$ cat src/rtl/pin_override_gen.sv
module pin_override_gen #(
  parameter int NPIN   = 16,
  parameter int P_CMPC = 1,
  parameter int P_SS   = 2,
  parameter int P_MOSI = 3,
  parameter int P_MISO = 4,
  parameter int P_SCK  = 5,
  parameter int P_RXD  = 8,
  parameter int P_TXD  = 9,
  parameter int P_INT0 = 10,
  parameter int P_INT1 = 11,
  parameter int P_SDA  = 12,
  parameter int P_SCL  = 13
) (
  input  logic            clk,
  input  logic            rst_n,
  input  logic            spi_en_i,
  input  logic            spi_master_i,
  input  logic            uart_tx_en_i,
  input  logic            uart_rx_en_i,
  input  logic [1:0]      irq_en_i,
  input  logic            twi_en_i,
  input  logic [2:0]      cmp_en_i,
  input  logic            spi_sck_i,
  input  logic            spi_sdo_i,
  input  logic            uart_txd_i,
  input  logic            twi_scl_drv_i,
  input  logic            twi_sda_drv_i,
  input  logic [2:0]      cmp_out_i,
  input  logic [NPIN-1:0] port_bits_i,
  input  logic            pull_dis_i,
  output logic [NPIN-1:0] pu_ovr_en_o,
  output logic [NPIN-1:0] pu_ovr_val_o,
  output logic [NPIN-1:0] dir_ovr_en_o,
  output logic [NPIN-1:0] dir_ovr_val_o,
  output logic [NPIN-1:0] val_ovr_en_o,
  output logic [NPIN-1:0] val_ovr_val_o,
  output logic [NPIN-1:0] die_ovr_en_o,
  output logic [NPIN-1:0] die_ovr_val_o
);

  logic       spi_en_q, master_q, tx_en_q, rx_en_q, twi_en_q;
  logic [1:0] irq_en_q;
  logic [2:0] cmp_en_q;

  always_ff @(posedge clk or negedge rst_n) begin
    if (!rst_n) begin
      spi_en_q <= 1'b0;
      master_q <= 1'b0;
      tx_en_q  <= 1'b0;
      rx_en_q  <= 1'b0;
      twi_en_q <= 1'b0;
      irq_en_q <= '0;
      cmp_en_q <= '0;
    end else begin
      spi_en_q <= spi_en_i;
      master_q <= spi_master_i;
      tx_en_q  <= uart_tx_en_i;
      rx_en_q  <= uart_rx_en_i;
      twi_en_q <= twi_en_i;
      irq_en_q <= irq_en_i;
      cmp_en_q <= cmp_en_i;
    end
  end

  wire ctl = spi_en_q & master_q;
  wire tgt = spi_en_q & ~master_q;
  wire [NPIN-1:0] keep_pu = port_bits_i & ~{NPIN{pull_dis_i}};

  logic [NPIN-1:0] pue, puv, de, dv, ve, vv, ie, iv;

  always_comb begin
    pue = '0; puv = '0; de = '0; dv = '0;
    ve  = '0; vv  = '0; ie = '0; iv = '0;

    pue[P_SCK]  = tgt;  puv[P_SCK]  = tgt & keep_pu[P_SCK];
    de[P_SCK]   = tgt;
    ve[P_SCK]   = ctl;  vv[P_SCK]   = ctl & spi_sck_i;

    pue[P_MISO] = ctl;  puv[P_MISO] = ctl & keep_pu[P_MISO];
    de[P_MISO]  = ctl;
    ve[P_MISO]  = tgt;  vv[P_MISO]  = tgt & spi_sdo_i;

    pue[P_MOSI] = tgt;  puv[P_MOSI] = tgt & keep_pu[P_MOSI];
    de[P_MOSI]  = tgt;
    ve[P_MOSI]  = ctl | cmp_en_q[0];
    vv[P_MOSI]  = (ctl | cmp_en_q[0]) & (spi_sdo_i | cmp_out_i[0]);

    pue[P_SS]   = tgt;  puv[P_SS]   = tgt & keep_pu[P_SS];
    de[P_SS]    = tgt;
    ve[P_SS]    = cmp_en_q[1]; vv[P_SS] = cmp_en_q[1] & cmp_out_i[1];

    ve[P_CMPC]  = cmp_en_q[2]; vv[P_CMPC] = cmp_en_q[2] & cmp_out_i[2];

    pue[P_TXD]  = tx_en_q;
    de[P_TXD]   = tx_en_q;  dv[P_TXD] = tx_en_q;
    ve[P_TXD]   = tx_en_q;  vv[P_TXD] = tx_en_q & uart_txd_i;

    pue[P_RXD]  = rx_en_q;  puv[P_RXD] = rx_en_q & keep_pu[P_RXD];
    de[P_RXD]   = rx_en_q;

    ie[P_INT0]  = irq_en_q[0]; iv[P_INT0] = irq_en_q[0];
    ie[P_INT1]  = irq_en_q[1]; iv[P_INT1] = irq_en_q[1];

    pue[P_SDA]  = twi_en_q; puv[P_SDA] = twi_en_q & keep_pu[P_SDA];
    de[P_SDA]   = twi_en_q; dv[P_SDA]  = twi_en_q & twi_sda_drv_i;
    ve[P_SDA]   = twi_en_q;

    pue[P_SCL]  = twi_en_q; puv[P_SCL] = twi_en_q & keep_pu[P_SCL];
    de[P_SCL]   = twi_en_q; dv[P_SCL]  = twi_en_q & twi_scl_drv_i;
    ve[P_SCL]   = twi_en_q;
  end

  assign pu_ovr_en_o   = pue;
  assign pu_ovr_val_o  = puv;
  assign dir_ovr_en_o  = de;
  assign dir_ovr_val_o = dv;
  assign val_ovr_en_o  = ve;
  assign val_ovr_val_o = vv;
  assign die_ovr_en_o  = ie;
  assign die_ovr_val_o = iv;

endmodule

$ cat config.mk
export PLATFORM = sky130hd
export DESIGN_NAME = pin_override_gen
export DESIGN_NICKNAME = d
export VERILOG_FILES = /design/src/rtl/pin_override_gen.sv
export SDC_FILE = /design/constraint.sdc
export NUM_CORES = 1
export LEC_CHECK = 0
export BUFFER_PORTS_ARGS = -buffer_cell sky130_fd_sc_hd__buf_2
export CORE_AREA = 2 2 63 65
export CTS_BUF_LIST = sky130_fd_sc_hd__clkbuf_4
export CTS_CLUSTER_SIZE = 16
export DETAILED_ROUTE_END_ITERATION = 16
export DIE_AREA = 0 0 65 67
export PLACE_DENSITY = 0.86
export SLEW_MARGIN = 10
export SYNTH_ARGS = -nofsm -noshare
export SYNTH_HDL_FRONTEND = slang
export SYNTH_SLANG_ARGS = --single-unit
$ cat constraint.sdc
create_clock -name clk -period 2.2 [get_ports clk]
set_input_delay 0.55 -clock clk [delete_from_list [all_inputs] [get_ports clk]]
set_output_delay 0.55 -clock clk [all_outputs]
set_load 0.05 [all_outputs]
Word-level counts from Yosys, hierarchy flattened

Cells that the tools add are included.

Bitwise logic cells: 22

Operators with widths:

| kind               | count |
|---|---|
| 1-bit bitwise AND  | 17 |
| 14-bit bitwise AND | 1 |
| 14-bit NOT         | 1 |
| 1-bit OR           | 2 |
| 1-bit NOT          | 1 |

Register bits after elaboration: 10
Input port bits: 37
Word-level logic and storage cells: 29

Logic depth before layout (Yosys ltp)

Gate-level depths: netlist (run 1).

Depth in word-level cells: 3
Mapped depth: 2

Worst setup path before layout (run 1)

No wires, ideal clock.

Path type: flip-flop to output port
Start point: register master_q
End point: output val_ovr_val_o[3]
Data arrival time: 1.279 ns
Path slack: 0.371 ns
Stages on the path, launching flop included: 3
Path buffers: 0
Cell sequence: dfrtp_1 > a21o_1 > o21a_1

Word-level cells in the longest chain between the ends: 3

Ends and longest elaborated chain:

| item                   | line | RTL |
|---|---|---|
| start, declared        | 42   | `logic spi_en_q, master_q, tx_en_q, rx_en_q, twi_en_q;` |
| start signal, assigned | 57   | `master_q <= spi_master_i;` |
| 1-bit bitwise AND      | 66   | `wire ctl = spi_en_q & master_q;` |
| 1-bit OR               | --   |  |
| net val_ovr_en_o[3]    | 36   | `output logic [NPIN-1:0] val_ovr_en_o,` |
| 1-bit bitwise AND      | 87   | `vv[P_MOSI] = (ctl \| cmp_en_q[0]) & (spi_sdo_i \| cmp_out_i[0]);` |
| end, declared          | 37   | `output logic [NPIN-1:0] val_ovr_val_o,` |

The timed path passes the listed nets, and every way through them passes these cells.

Final worst setup path (run 1)

Start point: register master_q
End point: output val_ovr_val_o[4]

Word-level cells in the longest chain between the ends: 3

Ends and longest elaborated chain:

| item              | line | RTL |
|---|---|---|
| 1-bit NOT         | 67   | `wire tgt = spi_en_q & ~master_q;` |
| 1-bit bitwise AND | 67   |  |
| 1-bit bitwise AND | 82   | `ve[P_MISO] = tgt; vv[P_MISO] = tgt & spi_sdo_i;` |

No other way between the ends.

==> metrics.csv, run 1 <==
stage,metric,value,unit
grt,grt_pass1_vias,472,
clock_tree,ctsResizeCount,0,
outcome,status,finished clean,
sta,fin_crit,2.04,ns
grt,grt_max_degree,11,
sta,setup_viol,0,
clock_tree,cts.path.max_buffers,2,
place,place_congestion,0.697,
grt,grt_pass1_wl,2170,um
yosys,syn_area,1220,um^2
sta,postLayoutSetupSlackWorst,0.157,ns
pwr,comb_power_share,62.0,%
finish,mostFrequentLayoutCells,"conb_1 (84), buf_2 (71), and2_1 (10), dfrtp_1 (10)",
sta,period_share,92.9,%
yosys,synth_largest_area_cell,buf_4,
setup_path,crit_fanout,8,
die,placementRows,22,
clock_tree,root_buffer,clkbuf_4,
pwr,ir_drop,0.410,mV
finish,final_nets,227,
grt,antenna_found_initial,0,
route,wire_per_inst,7.70,um
setup_path,crit_path_end_kind,primary output,
pwr,p_seq_share,23.4,%
place,port_buffers,71,
setup_path,crit_required,1.65,ns
pwr,p_leak,0.780,nW
setup_path,start_kind,flip-flop,
route,ant_nets,0,
clock_tree,cts_num_sinks,10,
yosys,synth_seq_cells,10,
clock_tree,htree_num_levels,1,
place,dp.final_hpwl,1710,um
place,dp_slack,0.325,ns
finish,antenna_cells,0,
sta,setup_tns,0,ns
yosys,synthCells,141,
setup_path,path_buf_inv,1,
route,drc,0,
finish,fillCellCount,398,
pwr,power.internal,310,uW
setup_path,crit_chain,"nor2b_1, and2_1, buf_2",
die,die_w,65,um
route,viasPerCell,3.05,
finish,layout_commonest_cell,conb_1,
grt,grtUsageTotal,7.24,%
finish,layout.area.seq,250,um^2
sta,hold_violations,0,
pwr,p_clk_share,14.6,%
worst_hold_path,hp-class,primary input to asynchronous set/reset pin,
sta,rsz0062_at_grt,false,
clock_tree,path_clk_slew,0.06,ns
finish,multi_input_area,452,um^2
clock_tree,cts_made_buffers,3,
setup_path,cp.arrival,1.49,ns
yosys,synth_area_leaders,"buf_4 (68%), dfrtp_1 (21%), and2_1 (5.1%)",
yosys,synth.distinct_cells,12,
setup_path,critical_path_class,flip-flop to primary output,
die,fp.dieH,67,um
sta,timing.hold.ws,0.118,ns
pwr,p_sw,553,uW
clock_tree,ctsHoldBuffers,0,
die,core-area,3610,um^2
die,ioPinCount,165,
yosys,yosysTopAreaCellShare,67.9,%
route,drt_iter0_drc,5,
finish,area_growth,-5.97,%
yosys,synth.yosys.seq_area_share,20.6,%
grt,grt_remaining_overflow,0,
clock_tree,cts_tree,done,
route,via_count,724,
sta,slew_viol_final,0,
die,initial_core_util,33.7,%
pwr,powerDensity,755,nW/um^2
pwr,switching_share,64.1,%
die,die_area,4360,um^2
flow_run,drv_cap,0,
finish,final_layout_size_suffix_gt1_share,39.7,%
yosys,synth_warnings,0,
setup_path,cp_slowest_cell,dfrtp_1,
pwr,power,864,uW
clock_tree,cts_setup_buffers,0,
yosys,syn_area_per_cell,8.63,um^2
route,dr.pass1.iters,2,
setup_path,slowest_delay,0.44,ns
sta,fmax,489,MHz
setup_path,path_delay_family,simple AND/OR/NAND/NOR gates,
route,postRouteWirelength,1820,um
synth_stat cells:
cell     count
and3b_1      3
nor3b_2      1
a21o_1       1
nor2b_1      1
buf_4      110
dfrtp_1     10
and3_1       1
o21a_1       1
nor2_1       1
and2_1      10
nand2_1      1
conb_1       1
flip-flops by register name, indices dropped and copies added, names as in the netlist:
name	count
rx_en_q	1
spi_en_q	1
twi_en_q	1
cmp_en_q	3
master_q	1
tx_en_q	1
irq_en_q	2
logic make-up (layout without fill, tap and decap cells):
logic type / after synthesis / after routing / share of synthesized area, %
AND/OR/NAND/NOR: 18 / 18 / 9.98
buffers and inverters: 110 / 75 / 67.9
other: 1 / 84 / 0.308
flip-flops: 10 / 10 / 20.6
AO/OA/AOI/OAI: 2 / 2 / 1.24
path summary, 6_finish.rpt:
path / startpoint / to / slack (ns) / cells after the start
min: rst_n / irq_en_q[1]$_DFF_PN0_ / 0.12 / 1
min in group clk: uart_tx_en_i / tx_en_q$_DFF_PN0_ / 0.38 / 1
max in group asynchronous: rst_n / cmp_en_q[1]$_DFF_PN0_ / 1.91 / 1
max: master_q$_DFF_PN0_ / val_ovr_val_o[4] / 0.16 / 3
final cells by class:
class	instances	share of cell area, %
well taps	48	5.25
repair buffers	71	31.1
clock inverters	1	0.328
flip-flops and latches	10	21.9
multi-input cells	104	39.5
clock buffers	3	1.97
metal layers:
layer | wire (um) | part of all wire [%] | GRT usage, % | vias to the layer above
met3 | 322 | 18 | 1.52 | 4
li1 | - | - | - | 331
met1 | 489 | 27 | 6.67 | 298
met5 | 0 | 0 | 0 | -
met2 | 970 | 53 | 13.0 | 91
met4 | 42 | 2.3 | 7.18 | 0
metrics by stage:
step,area (um^2),cells,utilization [%]
floorplan,1530,224,-
finish,1140,237,31.7
CTS,1140,237,31.7
detailed placement,1120,233,31.0
global placement,1120,233,31.0
global route,1140,237,31.7
power groups by stage:
| stage | logic, mW | clock network [mW] | registers (mW) |
|---|---|---|---|
| 6_report | 0.535 | 0.126 | 0.202 |
| 5_1_grt | 0.554 | 0.150 | 0.204 |
| 4_1_cts | 0.534 | 0.134 | 0.203 |
| 3_5_place_dp | 0.534 | 0 | 0.207 |
| 3_3_place_gp | 0.532 | 0 | 0.206 |
| 2_1_floorplan | 0.615 | 0 | 0.210 |
(Power assumes the default switching activity.)
==> run 2, diff against run 1 <==
CAP_MARGIN = 20   (was unset)
CORE_AREA = unset   (was 2 2 63 65)
CORE_ASPECT_RATIO = 1.75   (was unset)
CORE_MARGIN = 8   (was unset)
CORE_UTILIZATION = 34   (was unset)
DIE_AREA = unset   (was 0 0 65 67)
GPL_TIMING_DRIVEN = 1   (was unset)
PLACE_DENSITY = 0.87   (was 0.86)
==> metrics.csv, run 2 (synthesis results as in run 1) <==
stage,metric,value,unit
outcome,status,finished clean,
die,initial_core_util,34.6,%
setup_path,crit_chain,"nor2b_1, and2_1, buf_2",
sta,timing.hold.ws,0.138,ns
die,fp.dieH,95.1,um
setup_path,slowest_delay,0.41,ns
sta,period_share,90.0,%
setup_path,path_buf_inv,1,
finish,layout_commonest_cell,conb_1,
finish,utilization,32.4,%
sta,fmax,505,MHz
grt,antenna_found_initial,0,
grt,grt_max_degree,11,
grt,grt_util_met1,7.37,%
setup_path,crit_end,val_ovr_val_o[4],
finish,area_growth,-6.17,%
finish,fin_area,1140,um^2
clock_tree,cts_tree,done,
place,dp_slack,0.326,ns
die,die_area,5820,um^2
route,drc,0,
route,ant_nets,0,
finish,antenna_cells,0,
sta,slew_viol_final,0,
grt,grt_pass1_vias,801,
finish,final_nets,227,
clock_tree,root_buffer,clkbuf_4,
grt,grt_remaining_overflow,0,
finish,largest-register,cmp_en_q,
sta,postLayoutSetupSlackWorst,0.220,ns
die,placementRows,29,
place,port_buffers,71,
pwr,power,870,uW
place,placed_area,1110,um^2
place,place_congestion,0.670,
setup_path,startpoint,master_q$_DFF_PN0_,
setup_path,crit_required,1.65,ns
setup_path,worst-path-stages,3,
finish,mostFrequentLayoutCells,"conb_1 (84), buf_2 (71), and2_1 (10), dfrtp_1 (10)",
setup_path,start_kind,flip-flop,
pwr,ir_drop,0.297,mV
grt,grtUsageMet2,12.2,%
finish,stdcell_count,235,
grt,grt_pass1_wl,3480,um
grt,grt_busiest_layer,met2,
sta,setup_tns,0,ns
finish,largest_register_ffs,3,
setup_path,crit_fanout,8,
finish,reg.largest.list,"cmp_en_q (3), irq_en_q (2)",
setup_path,crit_path_end_kind,primary output,
setup_path,cp_slowest_cell,dfrtp_1,
clock_tree,ctsResizeCount,0,
setup_path,path_delay_family,simple AND/OR/NAND/NOR gates,
clock_tree,htree_num_levels,1,
setup_path,critical_path_class,flip-flop to primary output,
die,core-area,3520,um^2
die,ioPinCount,165,
finish,final_layout_size_suffix_gt1_share,39.7,%
route,via_count,763,
sta,rsz0062_at_grt,false,
clock_tree,ctsHoldBuffers,0,
route,postRouteWirelength,2850,um
route,drt_iter0_drc,17,
place,dp.final_hpwl,2630,um
sta,hold_violations,0,
sta,setup_viol,0,
clock_tree,cts_setup_buffers,0,
clock_tree,cts.path.max_buffers,2,
clock_tree,path_clk_slew,0.07,ns
sta,fin_crit,1.98,ns
place,dp.cells,231,
pwr,powerDensity,763,nW/um^2
flow_run,drv_cap,0,
clock_tree,cts_num_sinks,10,
route,dr.pass1.iters,3,
grt,use_met3,5.81,%
route,viasPerCell,3.25,
setup_path,cp.arrival,1.43,ns
die,die_w,61.2,um
route,wire_per_inst,12.1,um
worst_hold_path,hp-class,primary input to asynchronous set/reset pin,
grt,grtUsageTotal,7.96,%
pwr,p_leak,0.780,nW
clock_tree,cts_made_buffers,3,
==> run 2: cell counts in the layout (fill, tap and decap cells not counted) <==
Identical to the previous run, type by type.
==> run 2: how the worst min path moves through the flow <==
stage	start	endpoint	slack [ns]	cells past startpoint
after CTS	rst_n	cmp_en_q[1]$_DFF_PN0_	0.14	1
after global placement	rst_n	rx_en_q$_DFF_PN0_	0.42	1
final	rst_n	rx_en_q$_DFF_PN0_	0.14	1
after detailed placement	rst_n	rx_en_q$_DFF_PN0_	0.43	1
after floorplan	rst_n	cmp_en_q[0]$_DFF_PN0_	0.25	0
after global routing	rst_n	twi_en_q$_DFF_PN0_	0.14	1
==> run 2: layout make-up <==
| type | instances | area [um^2] |
|---|---|---|
| Clock inverter | 1 | 3.75 |
| Sequential cell | 10 | 250 |
| Multi-Input combinational cell | 104 | 452 |
| Timing Repair Buffer | 71 | 355 |
| Clock buffer | 3 | 22.5 |
| Tap cell | 46 | 57.6 |
| Fill cell | 388 | 2380 |
==> run 2: metal layers <==
| layer | vias up | wire, um |
|---|---|---|
| met5 | - | 0 |
| met4 | 0 | 26 |
| met3 | 2 | 757 |
| met2 | 111 | 1150 |
| met1 | 317 | 916 |
| li1 | 333 | - |
==> run 2: where the power goes <==
group	switching [mW]	total [mW]	internal [mW]	leakage (nW)
sequential	0.00762	0.201	0.193	0.117
clock	0.0613	0.127	0.0654	0.0154
combinational	0.491	0.543	0.0514	0.648
==> run 3, diff against run 2 <==
CORE_UTILIZATION = 29   (was 34)
PLACE_DENSITY = 0.79   (was 0.87)
SLEW_MARGIN = 20   (was 10)
clock period = 1.6 ns   (was 2.2 ns; I/O delays follow)
==> metrics.csv, run 3 (synthesis results as in run 1) <==
stage,metric,value,unit
clock_tree,cts_num_sinks,10,
setup_path,slowest_delay,0.46,ns
clock_tree,root_buffer,clkbuf_4,
finish,final_layout_size_suffix_gt1_share,43.5,%
clock_tree,cts_made_buffers,3,
setup_path,cp_slowest_cell,dfrtp_2,
setup_path,crit_chain,"nor3b_4, and2_1, buf_6",
place,port_buffers,71,
route,drt_iter0_drc,9,
finish,mostFrequentLayoutCells,"conb_1 (84), buf_2 (57), and2_1 (8), dfrtp_1 (8), buf_6 (6)",
route,viasPerCell,3.22,
sta,timing.hold.ws,0.249,ns
finish,layout_commonest_cell,conb_1,
die,fp.dieH,102,um
flow_run,drv_cap,0,
finish,layout.area.seq,253,um^2
sta,setup_viol,10,
pwr,powerDensity,954,nW/um^2
clock_tree,cts_setup_buffers,0,
setup_path,crit_required,1.20,ns
sta,postLayoutSetupSlackWorst,-0.0885,ns
sta,period_share,106,%
setup_path,cp.arrival,1.29,ns
grt,grt_max_degree,11,
die,placementRows,31,
finish,fin_area,1280,um^2
route,dr.pass1.iters,4,
die,die_w,65.0,um
grt,grt_pass1_vias,882,
sta,hold_violations,0,
setup_path,path_buf_inv,1,
clock_tree,htree_num_levels,1,
setup_path,critical_path_class,flip-flop to primary output,
clock_tree,path_clk_slew,0.06,ns
setup_path,path_delay_family,flip-flops,
worst_hold_path,worstHoldPathCells,1,
sta,slew_viol_final,0,
route,postRouteWirelength,3050,um
finish,reg.largest.list,"cmp_en_q (3), irq_en_q (2)",
grt,grt_pass1_wl,4060,um
grt,grtUsageMet2,10.8,%
worst_hold_path,worstHoldStart,cmp_en_i[1],
die,core-area,4070,um^2
grt,grtUsageTotal,8.04,%
setup_path,crit_fanout,5,
sta,rsz0062_at_grt,true,
grt,grt_remaining_overflow,0,
finish,largest_register_ffs,3,
sta,fin_crit,1.69,ns
setup_path,crit_path_end_kind,primary output,
pwr,power,1.22,mW
worst_hold_path,hp-class,primary input to flip-flop,
grt,antenna_found_initial,0,
route,drc,0,
sta,fmax,592,MHz
worst_hold_path,hold_path_end,cmp_en_q[1]$_DFF_PN0_,
finish,largest-register,cmp_en_q,
finish,multi_input_area,472,um^2
place,placed_area,1140,um^2
finish,area_growth,5.56,%
die,ioPinCount,165,
setup_path,startpoint,master_q$_DFF_PN0_,
finish,final_nets,230,
pwr,p_leak,0.822,nW
place,place_congestion,0.788,
route,ant_nets,0,
route,wire_per_inst,12.7,um
clock_tree,cts_tree,done,
clock_tree,cts.path.max_buffers,2,
finish,fillCellCount,437,
outcome,violations,setup timing,
die,initial_core_util,29.9,%
pwr,ir_drop,0.274,mV
die,die_area,6600,um^2
outcome,status,finished with violations,
setup_path,start_kind,flip-flop,
place,dp.final_hpwl,2730,um
finish,antenna_cells,0,
grt,grt_util_met1,7.30,%
grt,grt_busiest_layer,met2,
route,via_count,773,
grt,use_met3,7.86,%
## run 3: cell count changes in the layout (fill, tap and decap cells not counted), moves of 2 or more
cell / delta
buf_8: +5
buf_4: +4
dfrtp_1: -2
buf_2: -14
dfrtp_2: +2
and2_1: -2
and2_4: +2
buf_6: +6
## run 3: what timing repair did
item / in CTS / in global routing
hold buffers: 1 / 0
pin swaps: 3 / 1
setup endpoints to repair: 13 / 19
resized for setup: 24 / 13
endpoints found under the hold margin: 10 / 0
## run 3: stage by stage
step	setup TNS, ns	instances	setup slack (ns)	utilization [%]
after CTS	-0.343	240	-0.0646	30.4
after global routing	-0.938	240	-0.158	31.5
after global placement	0	236	0.0560	27.9
after floorplan	0	224	0.0296	-
final	-0.302	240	-0.0885	31.5
after detailed placement	0	236	0.0379	27.9
## run 3: power by group
part	switching [mW]	total (mW)	internal [mW]
clock	0.0727	0.159	0.0861
sequential	0.0125	0.279	0.266
combinational	0.685	0.787	0.102
total	0.770	1.22	0.455
## run 3: per-layer routing
metal | vias to the layer above | routed length (um)
li1 | 335 | -
met1 | 320 | 1010
met2 | 114 | 1210
met3 | 4 | 763
met4 | 0 | 61
met5 | - | 0
## run 3: area by class of cell
cell class                 count  share of cell area (%)
clock buffer                   3                    1.75
multi-input combinational    104                    36.7
sequential                    10                    19.7
tap                           49                    4.78
timing repair buffer          74                    37.0
## run 3: worst max path at each step
stage          slack (ns)  cells past startpoint               end
6_report            -0.09                      3   pu_ovr_val_o[5]
5_1_grt             -0.16                      3   pu_ovr_val_o[5]
4_1_cts             -0.06                      3   pu_ovr_val_o[3]
3_5_place_dp         0.04                      4   pu_ovr_val_o[3]
3_3_place_gp         0.06                      4   pu_ovr_val_o[2]
2_1_floorplan        0.03                      2  val_ovr_val_o[3]
